$ cat src/rtl/leq_pkg.sv
package leq_pkg;
  localparam int PRESET_W   = 4;
  localparam int PRESET_MAX = 10;
  localparam int SWEEP_LAST = PRESET_MAX;

  typedef enum logic [2:0] {
    ST_IDLE,
    ST_PH0,
    ST_PH1,
    ST_PH2,
    ST_PH3,
    ST_VERIFY,
    ST_DONE,
    ST_FAIL
  } leq_state_e;
endpackage

$ cat src/rtl/leq_lane_tune.sv
module leq_lane_tune
  import leq_pkg::*;
#(
  parameter int ERRW       = 16,
  parameter int RST_PRESET = 4
) (
  input  logic                clk,
  input  logic                rst_n,
  input  logic                clr_i,
  input  logic                cap_en_i,
  input  logic [PRESET_W-1:0] cap_code_i,
  input  logic                init_i,
  input  logic                upd_i,
  input  logic                first_i,
  input  logic                last_i,
  input  logic [PRESET_W-1:0] idx_i,
  input  logic [ERRW-1:0]     err_i,
  input  logic [ERRW-1:0]     limit_i,
  output logic [PRESET_W-1:0] tx_o,
  output logic                rej_o,
  output logic                ok_o,
  output logic                zero_o
);
  localparam logic [PRESET_W-1:0] RST_CODE = PRESET_W'(RST_PRESET);
  localparam logic [PRESET_W-1:0] MAX_CODE = PRESET_W'(PRESET_MAX);

  logic [PRESET_W-1:0] tx_q, tx_d;
  logic                tx_en;
  logic                rej_q, rej_d, rej_en;
  logic [PRESET_W-1:0] bidx_q, bidx_d;
  logic [ERRW-1:0]     berr_q, berr_d;
  logic                take, code_ok;

  // Running minimum: strict compare keeps the earlier (lower) preset on ties.
  always_comb begin
    code_ok = (cap_code_i <= MAX_CODE);
    take    = first_i || (err_i < berr_q);
    bidx_d  = take ? idx_i : bidx_q;
    berr_d  = take ? err_i : berr_q;
  end

  always_comb begin
    tx_d  = tx_q;
    tx_en = 1'b0;
    if (cap_en_i && code_ok) begin
      tx_d  = cap_code_i;
      tx_en = 1'b1;
    end else if (init_i) begin
      tx_d  = '0;
      tx_en = 1'b1;
    end else if (upd_i) begin
      tx_d  = last_i ? bidx_d : idx_i + 1'b1;
      tx_en = 1'b1;
    end
  end

  always_comb begin
    rej_d  = rej_q;
    rej_en = 1'b0;
    if (clr_i) begin
      rej_d  = 1'b0;
      rej_en = 1'b1;
    end else if (cap_en_i) begin
      rej_d  = !code_ok;
      rej_en = 1'b1;
    end
  end

  always_ff @(posedge clk or negedge rst_n) begin
    if (!rst_n) begin
      tx_q   <= RST_CODE;
      rej_q  <= 1'b0;
      bidx_q <= '0;
      berr_q <= '0;
    end else begin
      if (tx_en)  tx_q  <= tx_d;
      if (rej_en) rej_q <= rej_d;
      if (upd_i) begin
        bidx_q <= bidx_d;
        berr_q <= berr_d;
      end
    end
  end

  assign tx_o   = tx_q;
  assign rej_o  = rej_q;
  assign ok_o   = (err_i < limit_i);
  assign zero_o = (err_i == '0);

  AST_TX_IN_RANGE: assert property (@(posedge clk) disable iff (!rst_n)
    tx_o <= MAX_CODE);
  AST_REJ_KEEPS_PRESET: assert property (@(posedge clk) disable iff (!rst_n)
    (cap_en_i && (cap_code_i > MAX_CODE)) |=> ($stable(tx_o) && rej_o));
  AST_SWEEP_PICK_SEEN: assert property (@(posedge clk) disable iff (!rst_n)
    (upd_i && last_i) |=> (tx_o <= $past(idx_i)));
endmodule

$ cat src/rtl/leq_phase_timer.sv
module leq_phase_timer #(
  parameter int TIMEOUT = 1024
) (
  input  logic clk,
  input  logic rst_n,
  input  logic clr_i,
  input  logic run_i,
  output logic expired_o
);
  localparam int CNT_W = (TIMEOUT > 2) ? $clog2(TIMEOUT) : 1;
  localparam logic [CNT_W-1:0] LIM = CNT_W'(TIMEOUT - 1);

  logic [CNT_W-1:0] cnt_q, cnt_d;
  logic             cnt_en, at_lim;

  always_comb begin
    at_lim = (cnt_q == LIM);
    cnt_en = clr_i || (run_i && !at_lim);
    cnt_d  = clr_i ? '0 : cnt_q + 1'b1;
  end

  always_ff @(posedge clk or negedge rst_n) begin
    if (!rst_n)      cnt_q <= '0;
    else if (cnt_en) cnt_q <= cnt_d;
  end

  assign expired_o = run_i && at_lim;

  AST_TIMER_SATURATES: assert property (@(posedge clk) disable iff (!rst_n)
    (run_i && at_lim && !clr_i) |=> (cnt_q == LIM));
endmodule

$ cat src/rtl/leq_phase_fsm.sv
module leq_phase_fsm
  import leq_pkg::*;
(
  input  logic                clk,
  input  logic                rst_n,
  input  logic                role_dsp_i,
  input  logic                start_i,
  input  logic                req_vld_i,
  input  logic                meas_i,
  input  logic                p1_ok_i,
  input  logic                all_zero_i,
  input  logic                expired_i,
  output logic                cap_en_o,
  output logic                clr_o,
  output logic                init_o,
  output logic                upd_o,
  output logic                first_o,
  output logic                last_o,
  output logic [PRESET_W-1:0] idx_o,
  output logic                tmr_clr_o,
  output logic                tmr_run_o,
  output logic [1:0]          phase_o,
  output logic                busy_o,
  output logic                done_o,
  output logic                fail_o,
  output logic                rate_o,
  output logic                fb_o
);
  localparam logic [PRESET_W-1:0] IDX_LAST = PRESET_W'(SWEEP_LAST);

  leq_state_e          st_q, st_d;
  logic [PRESET_W-1:0] idx_q, idx_d;
  logic                idx_en;
  logic                rate_q, rate_d, fb_q, fb_d;
  logic                at_last;

  always_comb begin
    st_d      = st_q;
    idx_d     = idx_q;
    idx_en    = 1'b0;
    rate_d    = rate_q;
    fb_d      = fb_q;
    cap_en_o  = 1'b0;
    clr_o     = 1'b0;
    init_o    = 1'b0;
    upd_o     = 1'b0;
    tmr_clr_o = 1'b0;
    at_last   = (idx_q == IDX_LAST);
    unique case (st_q)
      ST_IDLE, ST_DONE, ST_FAIL: begin
        if (start_i) begin
          st_d      = ST_PH0;
          clr_o     = 1'b1;
          tmr_clr_o = 1'b1;
          rate_d    = 1'b0;
          fb_d      = 1'b0;
        end
      end
      ST_PH0: begin
        if (req_vld_i) begin
          cap_en_o  = 1'b1;
          rate_d    = 1'b1;
          st_d      = ST_PH1;
          tmr_clr_o = 1'b1;
        end else if (expired_i) begin
          st_d = ST_FAIL;
        end
      end
      ST_PH1: begin
        if (meas_i && p1_ok_i) begin
          st_d      = ST_PH2;
          idx_d     = '0;
          idx_en    = 1'b1;
          init_o    = !role_dsp_i;
          tmr_clr_o = 1'b1;
        end else if (expired_i) begin
          st_d   = ST_FAIL;
          fb_d   = 1'b1;
          rate_d = 1'b0;
        end
      end
      ST_PH2: begin
        if (meas_i) begin
          upd_o  = !role_dsp_i;
          idx_en = 1'b1;
          if (at_last) begin
            st_d      = ST_PH3;
            idx_d     = '0;
            init_o    = role_dsp_i;
            tmr_clr_o = 1'b1;
          end else begin
            idx_d = idx_q + 1'b1;
          end
        end else if (expired_i) begin
          st_d   = ST_FAIL;
          fb_d   = 1'b1;
          rate_d = 1'b0;
        end
      end
      ST_PH3: begin
        if (meas_i) begin
          upd_o  = role_dsp_i;
          idx_en = 1'b1;
          if (at_last) begin
            st_d  = ST_VERIFY;
            idx_d = '0;
          end else begin
            idx_d = idx_q + 1'b1;
          end
        end else if (expired_i) begin
          st_d   = ST_FAIL;
          fb_d   = 1'b1;
          rate_d = 1'b0;
        end
      end
      ST_VERIFY: begin
        if (meas_i && all_zero_i) begin
          st_d = ST_DONE;
        end else if (expired_i) begin
          st_d   = ST_FAIL;
          fb_d   = 1'b1;
          rate_d = 1'b0;
        end
      end
      default: st_d = ST_IDLE;
    endcase
  end

  always_ff @(posedge clk or negedge rst_n) begin
    if (!rst_n) begin
      st_q   <= ST_IDLE;
      idx_q  <= '0;
      rate_q <= 1'b0;
      fb_q   <= 1'b0;
    end else begin
      st_q   <= st_d;
      rate_q <= rate_d;
      fb_q   <= fb_d;
      if (idx_en) idx_q <= idx_d;
    end
  end

  always_comb begin
    busy_o = (st_q == ST_PH0) || (st_q == ST_PH1) || (st_q == ST_PH2) ||
             (st_q == ST_PH3) || (st_q == ST_VERIFY);
    unique case (st_q)
      ST_PH1:            phase_o = 2'd1;
      ST_PH2:            phase_o = 2'd2;
      ST_PH3, ST_VERIFY: phase_o = 2'd3;
      default:           phase_o = 2'd0;
    endcase
  end

  assign first_o   = (idx_q == '0);
  assign last_o    = at_last;
  assign idx_o     = idx_q;
  assign tmr_run_o = busy_o;
  assign done_o    = (st_q == ST_DONE);
  assign fail_o    = (st_q == ST_FAIL);
  assign rate_o    = rate_q;
  assign fb_o      = fb_q;

  AST_PHASE_STEPS_ONE: assert property (@(posedge clk) disable iff (!rst_n)
    (busy_o && $past(busy_o)) |-> ((phase_o == $past(phase_o)) ||
                                   (phase_o == $past(phase_o) + 2'd1)));
  AST_BUSY_START_IGNORED: assert property (@(posedge clk) disable iff (!rst_n)
    (busy_o && start_i && !req_vld_i && !meas_i && !expired_i) |=>
      (phase_o == $past(phase_o)) && busy_o);
  AST_CAPTURE_RAISES_RATE: assert property (@(posedge clk) disable iff (!rst_n)
    ((st_q == ST_PH0) && req_vld_i) |=> (rate_o && (phase_o == 2'd1)));
  AST_P1_HOLDS_ON_BAD: assert property (@(posedge clk) disable iff (!rst_n)
    ((st_q == ST_PH1) && meas_i && !p1_ok_i && !expired_i) |=> (phase_o == 2'd1));
endmodule

$ cat src/rtl/link_eq_ctrl.sv
module link_eq_ctrl
  import leq_pkg::*;
#(
  parameter int LANES      = 4,
  parameter int ERRW       = 16,
  parameter int TIMEOUT    = 1024,
  parameter int RST_PRESET = 4
) (
  input  logic                      clk,
  input  logic                      rst_n,
  input  logic                      role_dsp,
  input  logic                      eq_start,
  input  logic                      req_vld,
  input  logic [PRESET_W*LANES-1:0] req_preset,
  input  logic                      meas_done,
  input  logic [ERRW*LANES-1:0]     err_cnt,
  input  logic [ERRW-1:0]           p1_err_limit,
  output logic [PRESET_W*LANES-1:0] tx_preset,
  output logic [LANES-1:0]          preset_rej,
  output logic                      rate_req,
  output logic                      fallback_req,
  output logic [1:0]                eq_phase,
  output logic                      eq_busy,
  output logic                      eq_done,
  output logic                      eq_fail
);
  logic                cap_en, clr, init, upd, first, last;
  logic [PRESET_W-1:0] idx;
  logic                tmr_clr, tmr_run, expired;
  logic [LANES-1:0]    lane_ok, lane_zero;

  leq_phase_fsm i_fsm (
    .clk        (clk),
    .rst_n      (rst_n),
    .role_dsp_i (role_dsp),
    .start_i    (eq_start),
    .req_vld_i  (req_vld),
    .meas_i     (meas_done),
    .p1_ok_i    (&lane_ok),
    .all_zero_i (&lane_zero),
    .expired_i  (expired),
    .cap_en_o   (cap_en),
    .clr_o      (clr),
    .init_o     (init),
    .upd_o      (upd),
    .first_o    (first),
    .last_o     (last),
    .idx_o      (idx),
    .tmr_clr_o  (tmr_clr),
    .tmr_run_o  (tmr_run),
    .phase_o    (eq_phase),
    .busy_o     (eq_busy),
    .done_o     (eq_done),
    .fail_o     (eq_fail),
    .rate_o     (rate_req),
    .fb_o       (fallback_req)
  );

  leq_phase_timer #(.TIMEOUT(TIMEOUT)) i_timer (
    .clk       (clk),
    .rst_n     (rst_n),
    .clr_i     (tmr_clr),
    .run_i     (tmr_run),
    .expired_o (expired)
  );

  for (genvar g = 0; g < LANES; g++) begin : g_lane
    leq_lane_tune #(.ERRW(ERRW), .RST_PRESET(RST_PRESET)) i_lane (
      .clk        (clk),
      .rst_n      (rst_n),
      .clr_i      (clr),
      .cap_en_i   (cap_en),
      .cap_code_i (req_preset[PRESET_W*g +: PRESET_W]),
      .init_i     (init),
      .upd_i      (upd),
      .first_i    (first),
      .last_i     (last),
      .idx_i      (idx),
      .err_i      (err_cnt[ERRW*g +: ERRW]),
      .limit_i    (p1_err_limit),
      .tx_o       (tx_preset[PRESET_W*g +: PRESET_W]),
      .rej_o      (preset_rej[g]),
      .ok_o       (lane_ok[g]),
      .zero_o     (lane_zero[g])
    );
  end

  AST_DONE_FAIL_EXCL: assert property (@(posedge clk) disable iff (!rst_n)
    !(eq_done && eq_fail));
  AST_DONE_KEEPS_RATE: assert property (@(posedge clk) disable iff (!rst_n)
    eq_done |-> (rate_req && !fallback_req && !eq_busy));
  AST_FAIL_DROPS_RATE: assert property (@(posedge clk) disable iff (!rst_n)
    eq_fail |-> (!rate_req && !eq_busy));
endmodule

$ cat config.mk
export PLATFORM = sky130hd
export DESIGN_NAME = link_eq_ctrl
export DESIGN_NICKNAME = d
export VERILOG_FILES = /design/src/rtl/leq_pkg.sv /design/src/rtl/leq_lane_tune.sv /design/src/rtl/leq_phase_timer.sv /design/src/rtl/leq_phase_fsm.sv /design/src/rtl/link_eq_ctrl.sv
export SDC_FILE = /design/constraint.sdc
export NUM_CORES = 1
export LEC_CHECK = 0
export CAP_MARGIN = 20
export CORE_MARGIN = 8
export CORE_UTILIZATION = 55
export CTS_CLUSTER_DIAMETER = 150
export DETAILED_ROUTE_END_ITERATION = 10
export HOLD_SLACK_MARGIN = 0.05
export PLACE_DENSITY = 0.79
export SKIP_CTS_REPAIR_TIMING = 1
export SYNTH_ARGS = -nofsm -noshare
export SYNTH_HDL_FRONTEND = slang
export SYNTH_SLANG_ARGS = --single-unit
$ cat constraint.sdc
create_clock -name clk -period 3.47 [get_ports clk]
set_input_delay 0.694 -clock clk [delete_from_list [all_inputs] [get_ports clk]]
set_output_delay 0.694 -clock clk [all_outputs]
set_load 0.03 [all_outputs]
# Word level (Yosys, flattened, before mapping)
# Index checks and enable logic that the tools add are counted.
# totals
input_bits	102
ff_bits	119
# op_classes
n_reduce_logical	54
n_mux	81
n_addsub	2
n_lt_le_gt_ge	12
eq_ne	18
# op_table
cell	count
16-bit < comparator	8
4-bit 2-to-1 mux	23
16-bit zero test	4
1-bit 2-to-1 mux	39
3-bit 2-to-1 mux	9
3-bit one-hot mux with 6 select lines	1
2-bit AND reduction	9
4-bit <= comparator (second input constant)	4
3-bit equality test (second input constant)	4
4-bit AND reduction	3
3-bit nonzero test	4
10-bit by 1-bit adder with 10-bit output (second input constant)	1
10-bit equality test (second input constant)	1
10-bit 2-to-1 mux	1
2-bit inequality test (second input constant)	5
5-bit AND reduction	2
1-bit logical OR	9
1-bit logical AND	8
1-bit one-hot mux with 4 select lines	2
4-bit one-hot mux with 2 select lines	1
3-bit by 2-bit equality test with 1-bit output (second input constant)	2
1-bit zero test	6
3-bit by 2-bit inequality test with 1-bit output (second input constant)	2
1-bit one-hot mux with 2 select lines	3
other kinds (13)	16

# Logic depth before layout (Yosys ltp)
# Gate-level depths: netlist (run 1).
# logic_depth
depth_word	9
mapped_depth	11
ltp_nobuf	9

# Cells and area by module
# From an unflattened synthesis (run 1), not the netlist that was laid out.
# unflattened
cells_unflattened	1010
hier_area_um2	9723.1
# by_module_without_submodules
mod	instances	area_each_um2	cells_per_inst	seq_area_each_um2
leq_lane_tune	4	2044.5	205	626.9
leq_phase_fsm	1	882.1	117	225.2
leq_phase_timer	1	645.6	71	250.2
link_eq_ctrl	1	17.5	2	0.0

# Worst setup path after synthesis (run 1)
# No wires, ideal clock.
# synth_timing
path_type	input to register
from	input port p1_err_limit[6]
to	register g_lane[0].i_lane.tx_q[3]
stages	10
arrival_ns	2.764
required_time_ns	3.327
slack_ns	0.563
n_path_buf	1
path_cell_list	inv_1 -> ha_1 -> a21o_1 -> a221o_1 -> a2111oi_0 -> o211ai_1 -> nor3_2 -> a21o_1 -> buf_2 -> o31ai_1
# synth_between
elab_chain_len	8
# synth_lines
item	line	text
start: declaration	link_eq_ctrl.sv:17	input logic [ERRW-1:0] p1_err_limit,
16-bit < comparator	leq_lane_tune.sv:87	assign ok_o = (err_i < limit_i);
4-bit AND reduction *	link_eq_ctrl.sv:39	.p1_ok_i (&lane_ok),
1-bit logical AND *	leq_phase_fsm.sv:70	if (meas_i && p1_ok_i) begin
1-bit 2-to-1 mux *	leq_phase_fsm.sv:70	
1-bit one-hot mux with 2 select lines *	leq_phase_fsm.sv:49	unique case (st_q)
1-bit 2-to-1 mux	leq_lane_tune.sv:48	end else if (init_i) begin
1-bit 2-to-1 mux	leq_lane_tune.sv:45	if (cap_en_i && code_ok) begin
2-bit AND reduction (no source line)	--	
end signal: assignment	leq_lane_tune.sv:76	if (tx_en) tx_q <= tx_d;
end: declaration	leq_lane_tune.sv:27	logic [PRESET_W-1:0] tx_q, tx_d;
# Every way passes the cells marked *; elsewhere a longest branch is shown, timed or not.
# A chain may end at the register's enable or synchronous reset.

# Final worst setup path (run 1)
# layout_timing
from	input port p1_err_limit[8]
to	register g_lane[3].i_lane.tx_q[0]
# layout_between
elab_chain_len	8
# layout_lines
item	line
16-bit < comparator	leq_lane_tune.sv:87
4-bit AND reduction *	link_eq_ctrl.sv:39
1-bit logical AND *	leq_phase_fsm.sv:70
1-bit 2-to-1 mux *	leq_phase_fsm.sv:70
1-bit one-hot mux with 2 select lines *	leq_phase_fsm.sv:49
1-bit 2-to-1 mux	leq_lane_tune.sv:48
1-bit 2-to-1 mux	leq_lane_tune.sv:45
2-bit AND reduction (no source line)	--
end signal: assignment	leq_lane_tune.sv:76
end: declaration	leq_lane_tune.sv:27
# Marks and branches as above.

==> impl_metrics.yaml, run 1 <==
grt:
  grt-ovfl-total: 0
  grt_max_degree: 49
  grtUsageTotal: 0.265
  grt_pass1_wl_microns: 41800
  antenna_found_initial: 0
  grt_pass1_vias: 8257
timing:
  tightest_slew_ns: 0.695
  clock-skew-final_ns: 0.00870
  setup_violations: 0
  final-hold-violation-count: 0
  period_needed_ns: 3.27
  finalSetupTns_ns: 0
  max_slew_margin: 0.532
  maxSlewViolCount: 0
  min_period_over_period: 0.942
  rsz0062_at_grt: "no"
  clock.fmax_ghz: 0.306
clock_tree:
  cts_tree: "built"
  clockRootBuffer: "clkbuf_16"
  cts_max_level: 4
  clk_latency_ns: 0.42
  clk_pin_slew_ns: 0.06
  numCtsBuffers: 17
  clockBufferDepth: 2
  cts.sinks: 119
die:
  io_pins: 129
  dieArea_sq_um: 19800
  dieWidth_microns: 141
  die_h_microns: 141
  core_area_sq_um: 15200
  num_rows: 45
  initial_core_util: 0.562
power_and_ir_drop:
  cellLeakagePower_nw: 5.25
  ir_drop_uv: 375
  power_density_nw_per_um2: 702
place:
  place.gp.congestion: 0.956
  placed_cells: 1293
  port_buffers: 128
  dp_hpwl_microns: 20200
  dpl_cell_area_sq_um: 10600
detailed_routing:
  dr_wl_met3_microns: 1930
  wl_per_cell_microns: 19.6
  drc: 0
  routed.top_layer: "met4"
  wl_met2_microns: 12300
  drtAntennaViolNets: 0
  routed_wl_microns: 26000
  drtIter0Drc: 667
  vias_per_cell: 6.08
  drt-pass1-iter-count: 6
  vias: 8061
  drt-met1-wl_microns: 11000
setup_path:
  reg2reg_slack_ns: 0.78
  end_kind: "flip-flop"
  arrival_ns: 3.56
  r2r_cells: 8
  cp-startpoint: "p1_err_limit[8]"
  required_ns: 3.76
  rr_startpoint: "i_fsm.idx_o[0]$_DFFE_PN0P_"
  critPathMaxFanout: 10
  rr_endpoint: "g_lane[1].i_lane.tx_o[1]$_DFFE_PN0P_"
  critPathLaunchType: "input pin"
  path_class: "in2reg"
final_layout:
  final_area_sq_um: 11200
  layout-drive-gt1-share: 0.143
  n_antenna_cell: 0
  final_nets: 1352
  final_cells: 1325
  area_growth_pct: 31.1
run:
  drv_cap: 0
synth:
  synth_top_area_cell: "dfrtp_1"
  synthesis.area_sq_um: 8540
  synth_commonest_cells: "126 x ha_1, 115 x dfrtp_1, 91 x inv_1"
  ys_ff_latch: 119
  netlist_instances: 925
  synthFlopType: "dfrtp_1"
  seq_area_frac_synth: 0.349
  synth_edf_count: 0
  synth_area_per_cell_sq_um: 9.24
  synthDistinctLibCells: 68
  yosysMostFrequentCell: "ha_1"
  async_reset_ff_frac: 1.00
  syn_nets: 1153
  yosysWarnings: 0
  synth_area_leaders: "dfrtp_1 34%, ha_1 18%, mux2_2 5.1%"
  synth_top_area_frac: 0.337
min_path:
  hold_path.class: "in2async"
run_status:
  outcome: "completed"
## cell type report
cell class | instances | area (sq um)
Clock buffer | 20 | 437
Clock inverter | 12 | 151
Fill cell | 1087 | 4000
Inverter | 91 | 342
Multi-Input combinational cell | 684 | 5070
Sequential cell | 119 | 2980
Tap cell | 188 | 235
Timing Repair Buffer | 211 | 1980
## where the power goes
group,switching [mW],internal (mW)
Sequential,0.381,2.01
Clock,0.655,1.13
Combinational,2.00,1.68
## registers in the layout, indices dropped and copies added (netlist names)
signal                count
g_lane.i_lane.rej_o       4
i_fsm.idx_o               4
i_fsm.fb_o                1
i_timer.cnt_q            10
i_fsm.st_q                3
i_fsm.rate_o              1
g_lane.i_lane.tx_o       16
g_lane.i_lane.berr_q     64
g_lane.i_lane.bidx_q     16
## metrics by stage
step	utilization	setup WS [ns]	total power, mW	hold WS (ns)
2_1_floorplan	-	0.563	4.70	0.398
3_3_place_gp	0.698	-0.0652	5.83	0.467
3_5_place_dp	0.698	-0.166	6.00	0.480
4_1_cts	0.737	0.260	7.86	0.294
5_1_grt	0.737	0.0337	8.39	0.316
6_report	0.737	0.200	7.86	0.283
## placed cells by master (no fill, tap or decap), drive strengths merged, types with 7 or more instances in the layout
cell | netlist | layout
nor3 | 22 | 22
a211oi | 7 | 7
ha | 126 | 126
nor4 | 25 | 25
o21ai | 63 | 63
o22ai | 11 | 11
and3 | 10 | 10
inv | 91 | 93
mux2 | 57 | 57
nand2 | 73 | 73
a21oi | 44 | 44
nand3 | 23 | 23
nor2 | 65 | 65
o31ai | 8 | 8
clkbuf | 15 | 20
clkdlybuf4s50 | 0 | 127
a22oi | 7 | 7
nand2b | 8 | 8
buf | 16 | 84
a31oi | 7 | 7
dfrtp | 115 | 115
nand4 | 22 | 22
a21o | 13 | 13
## critical path: stages
cell and delay [ns]:
clkdlybuf4s50_1 0.48, inv_1 0.13, buf_4 0.17, ha_1 0.27, nand4_1 0.12, nor4_1 0.46
a32oi_1 0.19, nand4_1 0.15, nor3_2 0.05, buf_4 0.17, a21o_1 0.21, buf_12 0.14
a2111oi_0 0.31
## worst max path at each step
stage                                                       to  slack, ns  cells after the start
after floorplan           g_lane[0].i_lane.tx_o[3]$_DFFE_PN0P_       0.56                     10
after global placement    g_lane[3].i_lane.tx_o[0]$_DFFE_PN0P_      -0.07                     13
after detailed placement  g_lane[3].i_lane.tx_o[0]$_DFFE_PN0P_      -0.17                     13
after CTS                 g_lane[3].i_lane.tx_o[0]$_DFFE_PN0P_       0.26                     13
after global routing      g_lane[3].i_lane.tx_o[0]$_DFFE_PN0P_       0.03                     13
final                     g_lane[3].i_lane.tx_o[0]$_DFFE_PN0P_       0.20                     13
## metal layers
| layer | GRT usage | up-vias |
|---|---|---|
| met1 | 0.333 | 3862 |
| met5 | 0 | - |
| met3 | 0.0523 | 77 |
| met4 | 0.120 | 0 |
| li1 | - | 3771 |
| met2 | 0.433 | 351 |
## kinds of logic after synthesis
kind of cell | count (synthesis) | share of synthesized area
buffers and inverters | 122 | 0.0577
and+or+nand+nor | 280 | 0.162
muxes | 60 | 0.0786
DFF | 119 | 0.349
xor gates and xnor gates | 11 | 0.0113
adders and majority gates | 126 | 0.185
AOI/OAI and AO/OA | 207 | 0.156
Power figures use the tool's default switching activity.
==> run 2, diff against run 1 <==
Settings changed: CORE_UTILIZATION 55 to 50, PLACE_DENSITY 0.79 to 0.76.
Clock period 3.47 ns to 2.75 ns, I/O delays scaled along.
==> impl_metrics.yaml, run 2 (same netlist as run 1, synthesis figures left out) <==
run_status:
  outcome: "finished with violations"
  failed_checks: "negative setup slack"
die:
  core_area_sq_um: 16600
  io_pins: 129
  dieArea_sq_um: 21500
  num_rows: 47
  dieWidth_microns: 147
  initial_core_util: 0.513
  die_h_microns: 147
power_and_ir_drop:
  ir_drop_uv: 511
  p_sw_mw: 4.28
  intPower_mw: 6.53
  power_frac_clock: 0.218
  total_power_mw: 10.8
  power_density_nw_per_um2: 857
  switching_share: 0.396
  cellLeakagePower_nw: 6.28
  comb_power_share: 0.501
  seq_power_share: 0.282
min_path:
  hold_path.class: "in2async"
clock_tree:
  clk_latency_ns: 0.43
  clockBufferDepth: 2
  cts.sinks: 119
  clockRootBuffer: "clkbuf_16"
  cts_tree: "built"
  numCtsBuffers: 17
  clk_pin_slew_ns: 0.06
  cts_max_level: 4
final_layout:
  reg_top3: "g_lane.i_lane.berr_q: 64 flops, g_lane.i_lane.bidx_q: 16 flops, g_lane.i_lane.tx_o: 16 flops"
  top_register: "g_lane.i_lane.berr_q"
  final_area_sq_um: 12600
  final_nets: 1418
  final_cell_mix: "130 x buf_4, 114 x dfrtp_1, 98 x ha_1"
  largest_register_ffs: 64
  layout-drive-gt1-share: 0.255
  area_growth_pct: 47.6
  final_common_cell: "buf_4"
setup_path:
  required_ns: 3.07
  end_kind: "flip-flop"
  critPathLaunchType: "input pin"
  path_class: "in2reg"
  arrival_ns: 3.44
  critPathMaxFanout: 3
run:
  drv_cap: 0
place:
  port_buffers: 128
  dpl_cell_area_sq_um: 11100
  dp_slack_ns: -0.752
  place.gp.congestion: 0.966
  dp_hpwl_microns: 20300
timing:
  max_slew_margin: 0.529
  maxSlewViolCount: 0
  fin_ws_ns: -0.371
  clock-skew-final_ns: 0.00772
  final-hold-violation-count: 0
  tightest_slew_ns: 0.704
  setup_violations: 53
  clock.fmax_ghz: 0.320
  min_period_over_period: 1.13
  period_needed_ns: 3.12
grt:
  grt_pass1_wl_microns: 42300
  grtUsageTotal: 0.243
  grt_max_degree: 47
  antenna_found_initial: 3
  grt_pass1_vias: 8327
  grt-ovfl-total: 0
detailed_routing:
  drt-pass1-iter-count: 5
  routed_wl_microns: 33800
  drc: 0
  drtAntennaViolNets: 0
  drtIter0Drc: 1154
  vias: 9071
  vias_per_cell: 6.36
  wl_per_cell_microns: 23.7
[run 2: worst paths after layout]
path / startpoint / slack (ns) / cells past startpoint / end
worst max-delay path: p1_err_limit[13] / -0.37 / 13 / i_fsm.idx_o[3]$_DFFE_PN0P_
worst min-delay path: rst_n / 0.14 / 1 / g_lane[2].i_lane.berr_q[7]$_DFFE_PN0P_
worst max register to register: g_lane[2].i_lane.berr_q[5]$_DFFE_PN0P_ / -0.30 / 10 / g_lane[2].i_lane.berr_q[1]$_DFFE_PN0P_
worst min register to register: g_lane[2].i_lane.berr_q[11]$_DFFE_PN0P_ / 0.49 / 1 / g_lane[2].i_lane.berr_q[11]$_DFFE_PN0P_
max in group asynchronous: rst_n / 1.79 / 2 / g_lane[2].i_lane.tx_o[2]$_DFFE_PN1P_
min in group clk: err_cnt[2] / 0.47 / 3 / g_lane[0].i_lane.berr_q[2]$_DFFE_PN0P_
[run 2: layout make-up]
cell class | count | area, sq um
multi-input combinational | 684 | 5620
fill | 982 | 4040
sequential | 119 | 2980
timing repair buffer | 277 | 2770
clock buffer | 21 | 470
inverter | 91 | 342
tap | 220 | 275
clock inverter | 11 | 145
antenna | 4 | 10.0
[run 2: stage by stage]
stage,TNS (ns),utilization,cells,hold slack [ns]
after floorplan,0,-,925,0.254
after global placement,-56.89,0.665,1377,0.473
after detailed placement,-59.36,0.665,1377,0.481
after CTS,-13.26,0.702,1409,0.152
after global routing,-12.10,0.757,1426,0.186
final,-9.91,0.758,1427,0.139
[run 2: worst max-delay path: stages]
cell	delay, ns
dlymetal6s2s_1	0.10
inv_2	0.08
buf_4	0.15
ha_1	0.34
a21oi_1	0.22
o22ai_1	0.13
a2111oi_2	0.35
o211ai_1	0.38
buf_4	0.26
buf_4	0.13
nor3_1	0.19
o21ai_0	0.24
a22o_1	0.31
[run 2: metal layers]
layer,global-route usage,vias up,share of wire
met5,0,-,0
met4,0.106,0,0.072
met3,0.0427,222,0.096
met2,0.403,617,0.46
met1,0.304,4313,0.38
li1,-,3919,-
[run 2: power groups by stage]
stage          sequential [mW]  clock [mW]  combinational, mW
6_report                  3.05        2.35               5.41
5_1_grt                   3.13        2.43               5.83
4_1_cts                   3.00        2.34               4.82
3_5_place_dp              3.02           0               4.75
3_3_place_gp              2.99           0               4.60
2_1_floorplan             3.09           0               2.83
==> run 3, diff against run 2 <==
Settings changed: CORE_MARGIN 8 to 4.
==> impl_metrics.yaml, run 3 (same netlist as run 1, synthesis figures left out) <==
die:
  core_area_sq_um: 16600
  initial_core_util: 0.513
  dieArea_sq_um: 19200
  dieWidth_microns: 139
  die_h_microns: 139
  num_rows: 47
  io_pins: 129
grt:
  grt_max_degree: 57
  grtUsageTotal: 0.268
  antenna_found_initial: 0
  grt-ovfl-total: 0
  grt_pass1_vias: 8493
  grt_pass1_wl_microns: 42100
final_layout:
  final_common_cell: "buf_4"
  top_register: "g_lane.i_lane.berr_q"
  fill_cells: 981
  reg_top3: "g_lane.i_lane.berr_q: 64 flops, g_lane.i_lane.bidx_q: 16 flops, g_lane.i_lane.tx_o: 16 flops"
  n_antenna_cell: 0
  area_growth_pct: 48.5
  final_area_sq_um: 12700
  largest_register_ffs: 64
  final_nets: 1423
  layout-drive-gt1-share: 0.269
  final_cell_mix: "135 x buf_4, 114 x dfrtp_1, 102 x ha_1"
clock_tree:
  cts_max_level: 4
  cts.sinks: 119
  clk_latency_ns: 0.43
  clockRootBuffer: "clkbuf_16"
  cts_tree: "built"
  clk_pin_slew_ns: 0.06
  numCtsBuffers: 17
  clockBufferDepth: 2
power_and_ir_drop:
  power_density_nw_per_um2: 881
  ir_drop_uv: 556
  cellLeakagePower_nw: 6.25
  total_power_mw: 11.2
place:
  place.gp.congestion: 0.962
  port_buffers: 128
  dp_hpwl_microns: 19900
  dpl_cell_area_sq_um: 11100
setup_path:
  arrival_ns: 3.27
  path_class: "in2reg"
  end_kind: "flip-flop"
  required_ns: 3.10
  critPathMaxFanout: 6
  critPathLaunchType: "input pin"
detailed_routing:
  routed_wl_microns: 30400
  drtAntennaViolNets: 0
  vias_per_cell: 6.20
  drt-pass1-iter-count: 5
  drc: 0
  drtIter0Drc: 855
  wl_per_cell_microns: 21.3
  vias: 8854
timing:
  min_period_over_period: 1.06
  tightest_slew_ns: 0.844
  rsz0062_at_grt: "yes"
  final-hold-violation-count: 0
  fin_ws_ns: -0.168
  max_slew_margin: 0.431
  clock.fmax_ghz: 0.343
  clock-skew-final_ns: 0.00813
  maxSlewViolCount: 0
  setup_violations: 33
  period_needed_ns: 2.92
min_path:
  hold_path.class: "in2async"
run_status:
  failed_checks: "negative setup slack"
  outcome: "finished with violations"
run:
  drv_cap: 0
==> run 3: cell count changes in the layout (fill, tap and decap cells not counted), sizes merged <==
cell	before	now
buf	146	150
clkinv	4	3
dlymetal6s2s	69	52
clkinvlp	3	1
bufinv	3	6
clkdlybuf4s50	57	74
clkbuf	26	27
diode	4	0
==> run 3: final timing paths <==
kind,slack (ns),cells past startpoint,to,start
worst max register to register,-0.09,10,g_lane[2].i_lane.berr_q[1]$_DFFE_PN0P_,g_lane[2].i_lane.berr_q[6]$_DFFE_PN0P_
max in group asynchronous,1.82,2,g_lane[3].i_lane.tx_o[2]$_DFFE_PN1P_,rst_n
worst max-delay path,-0.17,13,g_lane[3].i_lane.tx_o[1]$_DFFE_PN0P_,p1_err_limit[4]
worst min-delay path,0.14,1,g_lane[2].i_lane.berr_q[6]$_DFFE_PN0P_,rst_n
min in group clk,0.49,1,g_lane[2].i_lane.berr_q[8]$_DFFE_PN0P_,g_lane[2].i_lane.berr_q[8]$_DFFE_PN0P_
worst min register to register,0.49,1,g_lane[2].i_lane.berr_q[8]$_DFFE_PN0P_,g_lane[2].i_lane.berr_q[8]$_DFFE_PN0P_
==> run 3: final cells by class <==
cell class	instances	area [sq um]	share of cell area
Multi-Input combinational cell	684	5610	0.442
Sequential cell	119	2980	0.235
Timing Repair Buffer	282	2780	0.219
Clock buffer	21	480	0.0379
Inverter	91	342	0.0269
Tap cell	220	275	0.0217
Clock inverter	11	215	0.0170
==> run 3: critical path, cell delays in order <==
cell and delay, ns:
clkdlybuf4s50_1 0.47, inv_1 0.06, buf_4 0.16, ha_1 0.28, nand2_1 0.06, nor3_1 0.27, a21oi_2 0.13, o211ai_1 0.23
buf_4 0.19, nor3_4 0.06, buf_4 0.15, or4_1 0.50, a22oi_1 0.14
==> run 3: stage by stage <==
stage                     hold WS, ns  setup TNS (ns)  setup WS, ns  cells  utilization
final                           0.141           -1.99        -0.168   1428        0.762
after global routing            0.181           -6.66        -0.262   1428        0.762
after CTS                       0.149          -15.65        -0.401   1413        0.709
after detailed placement        0.481          -61.09        -0.777   1381        0.667
after global placement          0.473          -60.15        -0.706   1381        0.667
after floorplan                 0.254               0       0.00842    925            -
==> run 3: where the power goes <==
part,internal [mW],switching [mW]
clock,1.80,0.857
combinational,2.60,2.89
sequential,2.54,0.493
==> run 3: layer usage <==
metal,GRT usage,wire length [microns]
met1,0.340,11600
met2,0.451,14400
met3,0.0500,2520
met4,0.110,1880
met5,0,0
